===== src/rtl/nand_seq_pkg.sv =====
package nand_seq_pkg;

  localparam logic [7:0] CMD_READ0     = 8'h00;
  localparam logic [7:0] CMD_READ1     = 8'h01;
  localparam logic [7:0] CMD_READSPARE = 8'h50;
  localparam logic [7:0] CMD_SEQIN     = 8'h80;
  localparam logic [7:0] CMD_PROG      = 8'h10;
  localparam logic [7:0] CMD_ERASE1    = 8'h60;
  localparam logic [7:0] CMD_ERASE2    = 8'hD0;
  localparam logic [7:0] CMD_STATUS    = 8'h70;
  localparam logic [7:0] CMD_RESET     = 8'hFF;

  typedef enum logic [3:0] {
    ST_IDLE, ST_PRE, ST_CMD, ST_COL, ST_PG0, ST_PG1, ST_PG2,
    ST_TWB, ST_POLL, ST_USW, ST_DONE
  } seq_st_e;

  function automatic logic is_read_cmd(input logic [7:0] c);
    return (c == CMD_READ0) || (c == CMD_READ1) || (c == CMD_READSPARE);
  endfunction

  function automatic logic is_nowait_cmd(input logic [7:0] c);
    return (c == CMD_SEQIN) || (c == CMD_PROG) || (c == CMD_ERASE1) ||
           (c == CMD_ERASE2) || (c == CMD_STATUS);
  endfunction

  // Pointer command placed ahead of a data-input command.
  function automatic logic [7:0] pick_prefix(input logic cv, input logic [15:0] col,
                                             input logic [15:0] pbytes);
    if (cv && col >= pbytes)      return CMD_READSPARE;
    else if (cv && col >= 16'd256) return CMD_READ1;
    else                           return CMD_READ0;
  endfunction

  // Column byte as it goes on the bus: rebased for data input, halved for x16.
  function automatic logic [7:0] col_addr_byte(input logic seqin, input logic cv,
                                               input logic [15:0] col,
                                               input logic [15:0] pbytes,
                                               input logic wide);
    logic [15:0] c;
    c = col;
    if (seqin && cv) begin
      if (c >= pbytes)       c = c - pbytes;
      else if (c >= 16'd256) c = c - 16'd256;
    end
    if (wide) c = c >> 1;
    return c[7:0];
  endfunction

endpackage


===== src/rtl/nand_we_strobe.sv =====
module nand_we_strobe #(
  parameter int SETUP = 1,
  parameter int PULSE = 2,
  parameter int HOLD  = 1
) (
  input  logic       clk,
  input  logic       rst_n,
  input  logic       go,
  input  logic [7:0] byte_in,
  output logic       active,
  output logic       fin,
  output logic       we_n,
  output logic [7:0] dq
);
  localparam int TOT = SETUP + PULSE + HOLD;
  localparam int CW  = $clog2(TOT + 1);

  logic [CW-1:0] cnt;

  always_ff @(posedge clk or negedge rst_n) begin
    if (!rst_n) begin
      active <= 1'b0;
      cnt    <= '0;
      dq     <= 8'h00;
    end else if (go && !active) begin
      active <= 1'b1;
      cnt    <= '0;
      dq     <= byte_in;
    end else if (active) begin
      if (cnt == CW'(TOT - 1)) active <= 1'b0;
      else                     cnt    <= cnt + 1'b1;
    end
  end

  assign fin  = active && (cnt == CW'(TOT - 1));
  assign we_n = !(active && (cnt >= CW'(SETUP)) && (cnt < CW'(SETUP + PULSE)));

endmodule


===== src/rtl/nand_delay_timer.sv =====
module nand_delay_timer #(
  parameter int W = 8
) (
  input  logic         clk,
  input  logic         rst_n,
  input  logic         load,
  input  logic [W-1:0] load_val,
  output logic         zero
);
  logic [W-1:0] cnt;

  always_ff @(posedge clk or negedge rst_n) begin
    if (!rst_n)          cnt <= '0;
    else if (load)       cnt <= load_val;
    else if (cnt != '0)  cnt <= cnt - 1'b1;
  end

  assign zero = (cnt == '0);

endmodule


===== src/rtl/nand_cmd_seq.sv =====
module nand_cmd_seq
  import nand_seq_pkg::*;
#(
  parameter int CLK_MHZ    = 50,
  parameter int TWB_NS     = 100,
  parameter int POLL_LIMIT = 30,
  parameter int WE_SETUP   = 1,
  parameter int WE_PULSE   = 2,
  parameter int WE_HOLD    = 1,
  parameter int PAGE_BYTES = 512,
  parameter int COL_W      = 10,
  parameter int PAGE_W     = 20
) (
  input  logic              clk,
  input  logic              rst_n,
  input  logic              start,
  input  logic [7:0]        cmd_code,
  input  logic              col_present,
  input  logic [COL_W-1:0]  col_addr,
  input  logic              page_present,
  input  logic [PAGE_W-1:0] page_addr,
  input  logic              bus16,
  input  logic              chip_large,
  input  logic              flash_rb_n,
  output logic              busy,
  output logic              done,
  output logic              timed_out,
  output logic              flash_cle,
  output logic              flash_ale,
  output logic              flash_we_n,
  output logic              flash_ce_n,
  output logic [7:0]        flash_dq
);
  localparam int TWB_CYC = (TWB_NS * CLK_MHZ + 999) / 1000 + 1;
  localparam int US_CYC  = CLK_MHZ;
  localparam int TMR_MAX = (TWB_CYC > US_CYC) ? TWB_CYC : US_CYC;
  localparam int TMR_W   = $clog2(TMR_MAX + 1);
  localparam int PL_W    = $clog2(POLL_LIMIT + 1);

  seq_st_e           st, st_nx;
  logic [7:0]        cmd_r;
  logic              cv_r, pv_r, w16_r, big_r;
  logic [COL_W-1:0]  col_r;
  logic [PAGE_W-1:0] pg_r;
  logic              ovr, launched, timed_out_r;
  logic [PL_W-1:0]   polls_left;
  logic [1:0]        rb_sync;
  logic              ready_s;

  // Named internal events, also used by the checker.
  logic       byte_go, byte_fin, byte_active;
  logic       tmr_load, tmr_zero;
  logic [TMR_W-1:0] tmr_val;
  logic       ev_ovr_set, ev_timeout, ev_ready;
  logic [7:0] tx_byte;
  seq_st_e    after_addr;

  assign ready_s = rb_sync[1];

  nand_we_strobe #(.SETUP(WE_SETUP), .PULSE(WE_PULSE), .HOLD(WE_HOLD)) u_strobe (
    .clk(clk), .rst_n(rst_n), .go(byte_go), .byte_in(tx_byte),
    .active(byte_active), .fin(byte_fin), .we_n(flash_we_n), .dq(flash_dq)
  );

  nand_delay_timer #(.W(TMR_W)) u_timer (
    .clk(clk), .rst_n(rst_n), .load(tmr_load), .load_val(tmr_val), .zero(tmr_zero)
  );

  always_comb begin
    after_addr = is_nowait_cmd(cmd_r) ? ST_DONE : ST_TWB;
    case (st)
      ST_PRE:  tx_byte = pick_prefix(cv_r, 16'(col_r), 16'(PAGE_BYTES));
      ST_CMD:  tx_byte = cmd_r;
      ST_COL:  tx_byte = col_addr_byte(cmd_r == CMD_SEQIN, cv_r, 16'(col_r),
                                       16'(PAGE_BYTES), w16_r);
      ST_PG0:  tx_byte = pg_r[7:0];
      ST_PG1:  tx_byte = pg_r[15:8];
      ST_PG2:  tx_byte = {4'b0000, pg_r[19:16]};
      default: tx_byte = 8'h00;
    endcase
  end

  always_comb begin
    st_nx      = st;
    byte_go    = 1'b0;
    tmr_load   = 1'b0;
    tmr_val    = '0;
    ev_ovr_set = 1'b0;
    ev_timeout = 1'b0;
    ev_ready   = 1'b0;
    if ((st == ST_PRE || st == ST_CMD || st == ST_COL || st == ST_PG0 ||
         st == ST_PG1 || st == ST_PG2) && !launched)
      byte_go = 1'b1;
    case (st)
      ST_IDLE: if (start) st_nx = (cmd_code == CMD_SEQIN) ? ST_PRE : ST_CMD;
      ST_PRE:  if (byte_fin) st_nx = ST_CMD;
      ST_CMD:  if (byte_fin) st_nx = cv_r ? ST_COL : (pv_r ? ST_PG0 : after_addr);
      ST_COL:  if (byte_fin) st_nx = pv_r ? ST_PG0 : after_addr;
      ST_PG0:  if (byte_fin) begin
                 st_nx      = ST_PG1;
                 ev_ovr_set = is_read_cmd(cmd_r);
               end
      ST_PG1:  if (byte_fin) st_nx = big_r ? ST_PG2 : after_addr;
      ST_PG2:  if (byte_fin) st_nx = after_addr;
      ST_TWB:  if (!launched) begin
                 tmr_load = 1'b1;
                 tmr_val  = TMR_W'(TWB_CYC);
               end else if (tmr_zero) st_nx = ST_POLL;
      ST_POLL: if (ready_s) begin
                 ev_ready = 1'b1;
                 st_nx    = ST_DONE;
               end else if (ovr) begin
                 if (polls_left == '0) begin
                   ev_timeout = 1'b1;
                   st_nx      = ST_DONE;
                 end else st_nx = ST_USW;
               end
      ST_USW:  if (!launched) begin
                 tmr_load = 1'b1;
                 tmr_val  = TMR_W'(US_CYC);
               end else if (tmr_zero) st_nx = ST_POLL;
      ST_DONE: st_nx = ST_IDLE;
      default: st_nx = ST_IDLE;
    endcase
  end

  always_ff @(posedge clk or negedge rst_n) begin
    if (!rst_n) begin
      st          <= ST_IDLE;
      cmd_r       <= 8'h00;
      cv_r        <= 1'b0;
      pv_r        <= 1'b0;
      w16_r       <= 1'b0;
      big_r       <= 1'b0;
      col_r       <= '0;
      pg_r        <= '0;
      ovr         <= 1'b0;
      launched    <= 1'b0;
      timed_out_r <= 1'b0;
      polls_left  <= '0;
      rb_sync     <= 2'b00;
    end else begin
      st      <= st_nx;
      rb_sync <= {rb_sync[0], flash_rb_n};
      if (st_nx != st) launched <= 1'b0;
      else if (byte_go || tmr_load) launched <= 1'b1;
      if (st == ST_IDLE && start) begin
        cmd_r       <= cmd_code;
        cv_r        <= col_present;
        col_r       <= col_addr;
        pv_r        <= page_present;
        pg_r        <= page_addr;
        w16_r       <= bus16;
        big_r       <= chip_large;
        timed_out_r <= 1'b0;
        polls_left  <= PL_W'(POLL_LIMIT);
      end
      if (ev_ovr_set) ovr <= 1'b1;
      else if (st == ST_DONE) ovr <= 1'b0;
      if (ev_timeout) timed_out_r <= 1'b1;
      if (st == ST_USW && launched && tmr_zero) polls_left <= polls_left - 1'b1;
    end
  end

  assign busy       = (st != ST_IDLE);
  assign done       = (st == ST_DONE);
  assign timed_out  = timed_out_r;
  assign flash_cle  = (st == ST_PRE) || (st == ST_CMD);
  assign flash_ale  = (st == ST_COL) || (st == ST_PG0) || (st == ST_PG1) || (st == ST_PG2);
  assign flash_ce_n = !(byte_active || ovr);

endmodule


===== config.mk =====
export PLATFORM = sky130hd
export DESIGN_NAME = nand_cmd_seq
export DESIGN_NICKNAME = d
export VERILOG_FILES = /design/src/rtl/nand_seq_pkg.sv /design/src/rtl/nand_we_strobe.sv /design/src/rtl/nand_delay_timer.sv /design/src/rtl/nand_cmd_seq.sv
export SDC_FILE = /design/constraint.sdc
export NUM_CORES = 1
export LEC_CHECK = 0
export BUFFER_PORTS_ARGS = -buffer_cell sky130_fd_sc_hd__buf_4
export CAP_MARGIN = 25
export CELL_PAD_IN_SITES_DETAIL_PLACEMENT = 1
export CELL_PAD_IN_SITES_GLOBAL_PLACEMENT = 1
export CORE_AREA = 2 2 116 118
export DETAILED_ROUTE_END_ITERATION = 16
export DIE_AREA = 0 0 118 120
export PLACE_DENSITY = 0.58
export SKIP_CTS_REPAIR_TIMING = 1
export SLEW_MARGIN = 15
export SYNTH_ARGS = -nofsm -noshare
export SYNTH_HDL_FRONTEND = slang
export SYNTH_SLANG_ARGS = --single-unit

===== constraint.sdc =====
create_clock -name clk -period 3.3 [get_ports clk]
set_input_delay 0.66 -clock clk [delete_from_list [all_inputs] [get_ports clk]]
set_output_delay 0.66 -clock clk [all_outputs]
set_load 0.02 [all_outputs]

# Word-level counts from Yosys, hierarchy flattened
# Index checks and enable logic that the tools add are counted.
# op_classes
addsub	5
multipliers	0
n_div	0
magnitude_cmp	4
n_eq_ne	21
n_shift	0
n_mux	53
bitwise_logic	0
reduce_logical	45
# op_table
operator	count
$mux 4	15
$pmux 8 s6	1
$pmux 4 s9	1
$mux 9	3
$eq 8x7->1 const B	3
$eq 8x8->1 const B	3
$mux 1	19
$mux 6	3
$eq 4x3->1 const B	4
$logic_or 1x1->1	16
$eq 4x4->1 const B	3
$mux 3	4
$pmux 6 s2	1
$reduce_bool 2->1	6
$logic_and 1x1->1	11
$ge 10x10->1 const B	1
$ge 10x9->1 const B	1
$mux 5	2
$sub 9x1->9 const B	1
$sub 9x9->9 const B	1
$eq 4x2->1 const B	2
$eq 8x1->1 const B	1
$eq 8x5->1 const B	1
$logic_not 8->1	1
other kinds (20)	24
# totals
ff_bits	74
latchBits	0
mem_bits_rw	0
romBits	0
input_bits	46
output_inout_bits	15
word_cells	145
memories	0

# Longest topological paths before layout
# depth
ltp_word	12
depth_mapped	9
mapped_depth_nobuf	8

# By module
# From an unflattened synthesis, not the netlist that was laid out.
# hier_totals
hier_cells	445
hier_area_um2	4134.0
# modules_own_cells
module	n_inst	cells_each	area_per_inst_um2	seq_area_each_um2
nand_cmd_seq	1	364	3169.3	1401.3
nand_we_strobe	1	41	564.3	300.3
nand_delay_timer	1	40	400.4	150.1

# Worst setup path after synthesis
# Ideal clock, no wire load.
# synth_path
kind	flip-flop to flip-flop
start	register u_timer.cnt[0]
end	register launched
arrival_time_ns	2.743
path_slack_ns	0.463
stages_incl_launch_ff	10
n_path_buf	1
cell_sequence	dfrtp_1 > inv_1 > ha_1 > or3b_4 > or4b_1 > buf_2 > a32o_1 > a311o_1 > or4_1 > a211oi_1
# synth_between
elab_chain_len	6
# synth_rtl
element	line_no	text
start: declaration	nand_delay_timer.sv:10	logic [W-1:0] cnt;
start signal: assignment	nand_delay_timer.sv:14	else if (load) cnt <= load_val;
start signal: assignment	nand_delay_timer.sv:15	else if (cnt != '0) cnt <= cnt - 1'b1;
$logic_not 6->1 (*)	nand_delay_timer.sv:18	assign zero = (cnt == '0);
$mux 4 (*)	nand_cmd_seq.sv:108, nand_cmd_seq.sv:121	
$mux 4 (*)	nand_cmd_seq.sv:118	ST_USW: if (!launched) begin
$pmux 4 s9 (*)	nand_cmd_seq.sv:94	case (st)
$ne 4x4->1 (*)	nand_cmd_seq.sv:145	if (st_nx != st) launched <= 1'b0;
$mux 1 or $reduce_bool 2->1 (tied branches)	--	
end signal: assignment	nand_cmd_seq.sv:138	launched <= 1'b0;
end signal: assignment	nand_cmd_seq.sv:145	
end signal: assignment	nand_cmd_seq.sv:146	else if (byte_go || tmr_load) launched <= 1'b1;
end: declaration	nand_cmd_seq.sv:45	logic ovr, launched, timed_out_r;
# Mark *: on every way between the ends. The rest lies on a longest branch, timed or not.
# A chain may end at the register's enable or synchronous reset.

# Final worst setup path
# Same ends and word-level chain as after synthesis.

==> flow_summary.ini <==
[run_status]
outcome = finished, final reports clean

[logic_synthesis]
synth.cells.most_frequent = nand2_1, dfrtp_1, nor2_1
synthesis.area_um2 = 3780
netlist_instances = 427
synth_unique_cells = 52
postSynth.asyncResetShare_pct = 100
ys_top_cells_by_area = dfrtp_1, nand2_1, mux2_2, o21ai_0, nor2_1
avg_inst_size_synth_um2 = 8.86
synth_enable_flop_cells = 0
synth_top_area_share_pct = 48.9
synth_sequential_area_ratio_pct = 48.9
syn_nets = 478
top_reg_cell_synth = dfrtp_1
synth.yosys.warnings = 0
netlist.top_cell.by_area = dfrtp_1
ys_seq_elements = 74
synth_most_common_cell = nand2_1

[layout]
multi_input_comb_area_um2 = 1810
final_layout_size_suffix_gt1_share_pct = 20.9
final_cell_count_no_fill = 665
n_antenna_cell = 0
fin_area_um2 = 4750
area_growth_syn_to_layout_pct = 25.5
ff_latch_area_um2 = 1850
final_net_count = 535
final.fill_count = 1554

[setup_path]
timing.critical_path.slowest_cell_delay_ns = 0.50
worst-endpoint-arrival_ns = 3.13
timing_worst_setup_path_type = reg2reg
critical_path_required_ns = 3.54
reg2reg_depth = 8
critPathBufInv = 1
critPathCaptureType = flop
worstPathCellList = inv_1 > ha_1 > or3b_4 > or4b_1 > a32o_1 > a311o_1 > or4_1 > a211oi_1
critical_path.startpoint_type = flop
path_max_fanout = 3
critical_path_cell_count = 8
cpLargestDelayFamily = simple AND/OR/NAND/NOR gates
cp_slowest_cell = or4b_1

[clock_network]
cts-root-to-sink-buffers = 2
tritoncts_clock_tree = yes
root_buffer = clkbuf_16
cts-buffers-inserted = 9
clk_transition_reported_paths_ns = 0.06
numClockSinks = 74
cts_htree_levels = 3
clock_latency_ns = 0.34

[grt]
gr-usage-all-layers_pct = 16.5
grt_max_degree = 75
antenna_found_initial = 0
grt-ovfl-total = 0
first_global_vias = 3564
grt_pass1_wl_um = 18200

[floorplan]
die_y_um = 120
die-width_um = 118
ioPinCount = 61
placeableCoreArea_um2 = 13000
floorplan.rows = 42
floorplan.die_area_um2 = 14200
initial_utilization_pct = 29.1

[routing]
postRouteWirelength_um = 11000
detailedRoute.firstPassIterationCount = 4
wirelength_met1_um = 5170
met2_wirelength_um = 5270
drt.antenna.violating_nets = 0
routed.top_layer = met4
vias = 3252
drcViolationCount = 0
routed_via_density = 4.89
drtIter0Drc = 80
met3_length_um = 360
routedWlPerCell_um = 16.5

[place]
numPortBuffers = 60
placedInstanceArea_um2 = 4420
place_hpwl_um = 7990
placed_cells_incl_taps = 648
globalplace.congestion = 0.757

[timing]
timing.slew.headroom_pct = 52.0
worst_slew_pin_slew_ns = 0.719
setup_total_negative_slack_ns = 0
min_period_ns = 2.89
finalSetupViolCount = 0
timing.clock.skew_ns = 0.00681
whs_ns = 0.289
final_max_slew_viol_count = 0
grt_setup_unrepaired = no
max_freq_ghz = 0.346
hold_violations = 0
fin_crit_share_pct = 87.6

[pwr]
vdd_ir_drop_max_mv = 0.278
p_leak_nw = 2.22
power-per-cell-area_nw_per_um2 = 928
fin_total_pwr_mw = 4.41

[job]
max-cap-violations = 0

[min_path]
min_path_type = in2async
-- flip-flops by register name (all words and copies together) (netlist names), 2 cells and up --
name	cells
u_timer.cnt	6
u_strobe.cnt	3
st	4
col_r	10
cmd_r	8
polls_left	5
pg_r	20
u_strobe.dq	8
rb_sync	2
-- metal layers --
metal	global-route usage [%]	vias up
met4	6.40	0
met5	0	-
li1	-	1602
met2	27.4	55
met3	2.47	11
met1	21.7	1584
-- power by group --
part	internal, mW	total [mW]	switching [mW]
logic	0.743	1.67	0.927
clock network	0.623	1.01	0.388
registers	1.30	1.73	0.430
-- kinds of logic (layout without fill, tap and decap cells) --
family	after synthesis	after routing	synth area share [%]
muxes	18	18	5.29
AOI/OAI and AO/OA	82	82	14.4
DFF	74	74	48.9
buffers and inverters	33	95	3.31
xor gates and xnor gates	7	7	1.62
and+or+nand+nor	208	208	24.8
adders and majority gates	5	5	1.65
-- metrics by stage --
step / worst slack (ns) / util [%]
6_report: 0.409 / 36.6
4_1_cts: 0.385 / 36.4
5_1_grt: 0.268 / 36.6
3_3_place_gp: 0.481 / 34.1
2_1_floorplan: 0.463 / -
3_5_place_dp: 0.402 / 34.1
-- cell type report --
class                           count  share of cell area [%]
Clock inverter                      5                    1.11
Inverter                           11                   0.869
Timing Repair Buffer               68                    11.0
Multi-Input combinational cell    320                    38.1
Tap cell                          176                    4.64
Sequential cell                    74                    39.0
Clock buffer                       11                    5.32
-- final timing paths --
path | to | slack, ns | startpoint
setup / recovery | launched | 0.41 | u_timer.cnt[0]
hold / removal | cmd_r[0] | 0.29 | rst_n
setup reg to reg | launched | 0.41 | u_timer.cnt[0]
hold reg to reg | rb_sync[1] | 0.36 | rb_sync[0]
max in group asynchronous | pg_r[17] | 2.42 | rst_n
min in group clk | rb_sync[1] | 0.36 | rb_sync[0]
-- placed cells by master (no fill, tap or decap), types with 2 or more instances in the layout --
cell type / netlist / routed
a211o_1: 2 / 2
a21o_1: 2 / 2
a21oi_1: 14 / 14
a221oi_1: 2 / 2
a222oi_1: 2 / 2
a22oi_1: 10 / 10
a31oi_1: 6 / 6
a32o_1: 2 / 2
buf_4: 0 / 67
clkbuf_16: 0 / 9
clkbuf_8: 0 / 2
clkinv_2: 0 / 3
dfrtp_1: 74 / 74
ha_1: 5 / 5
inv_1: 11 / 11
mux2_2: 16 / 16
mux2i_1: 2 / 2
nand2_1: 120 / 120
nand2b_1: 10 / 10
nand3_1: 13 / 13
nand3b_1: 2 / 2
nor2_1: 23 / 23
nor2b_1: 6 / 6
nor3_1: 14 / 14
nor4_1: 3 / 3
o2111ai_1: 2 / 2
o21a_1: 2 / 2
o21ai_0: 20 / 20
o21ai_1: 4 / 4
o311ai_0: 2 / 2
o31ai_1: 2 / 2
o32ai_1: 2 / 2
o41ai_1: 2 / 2
or3_1: 5 / 5
or4_1: 2 / 2
xnor2_1: 5 / 5
xor2_1: 2 / 2
(Power assumes the default switching activity.)
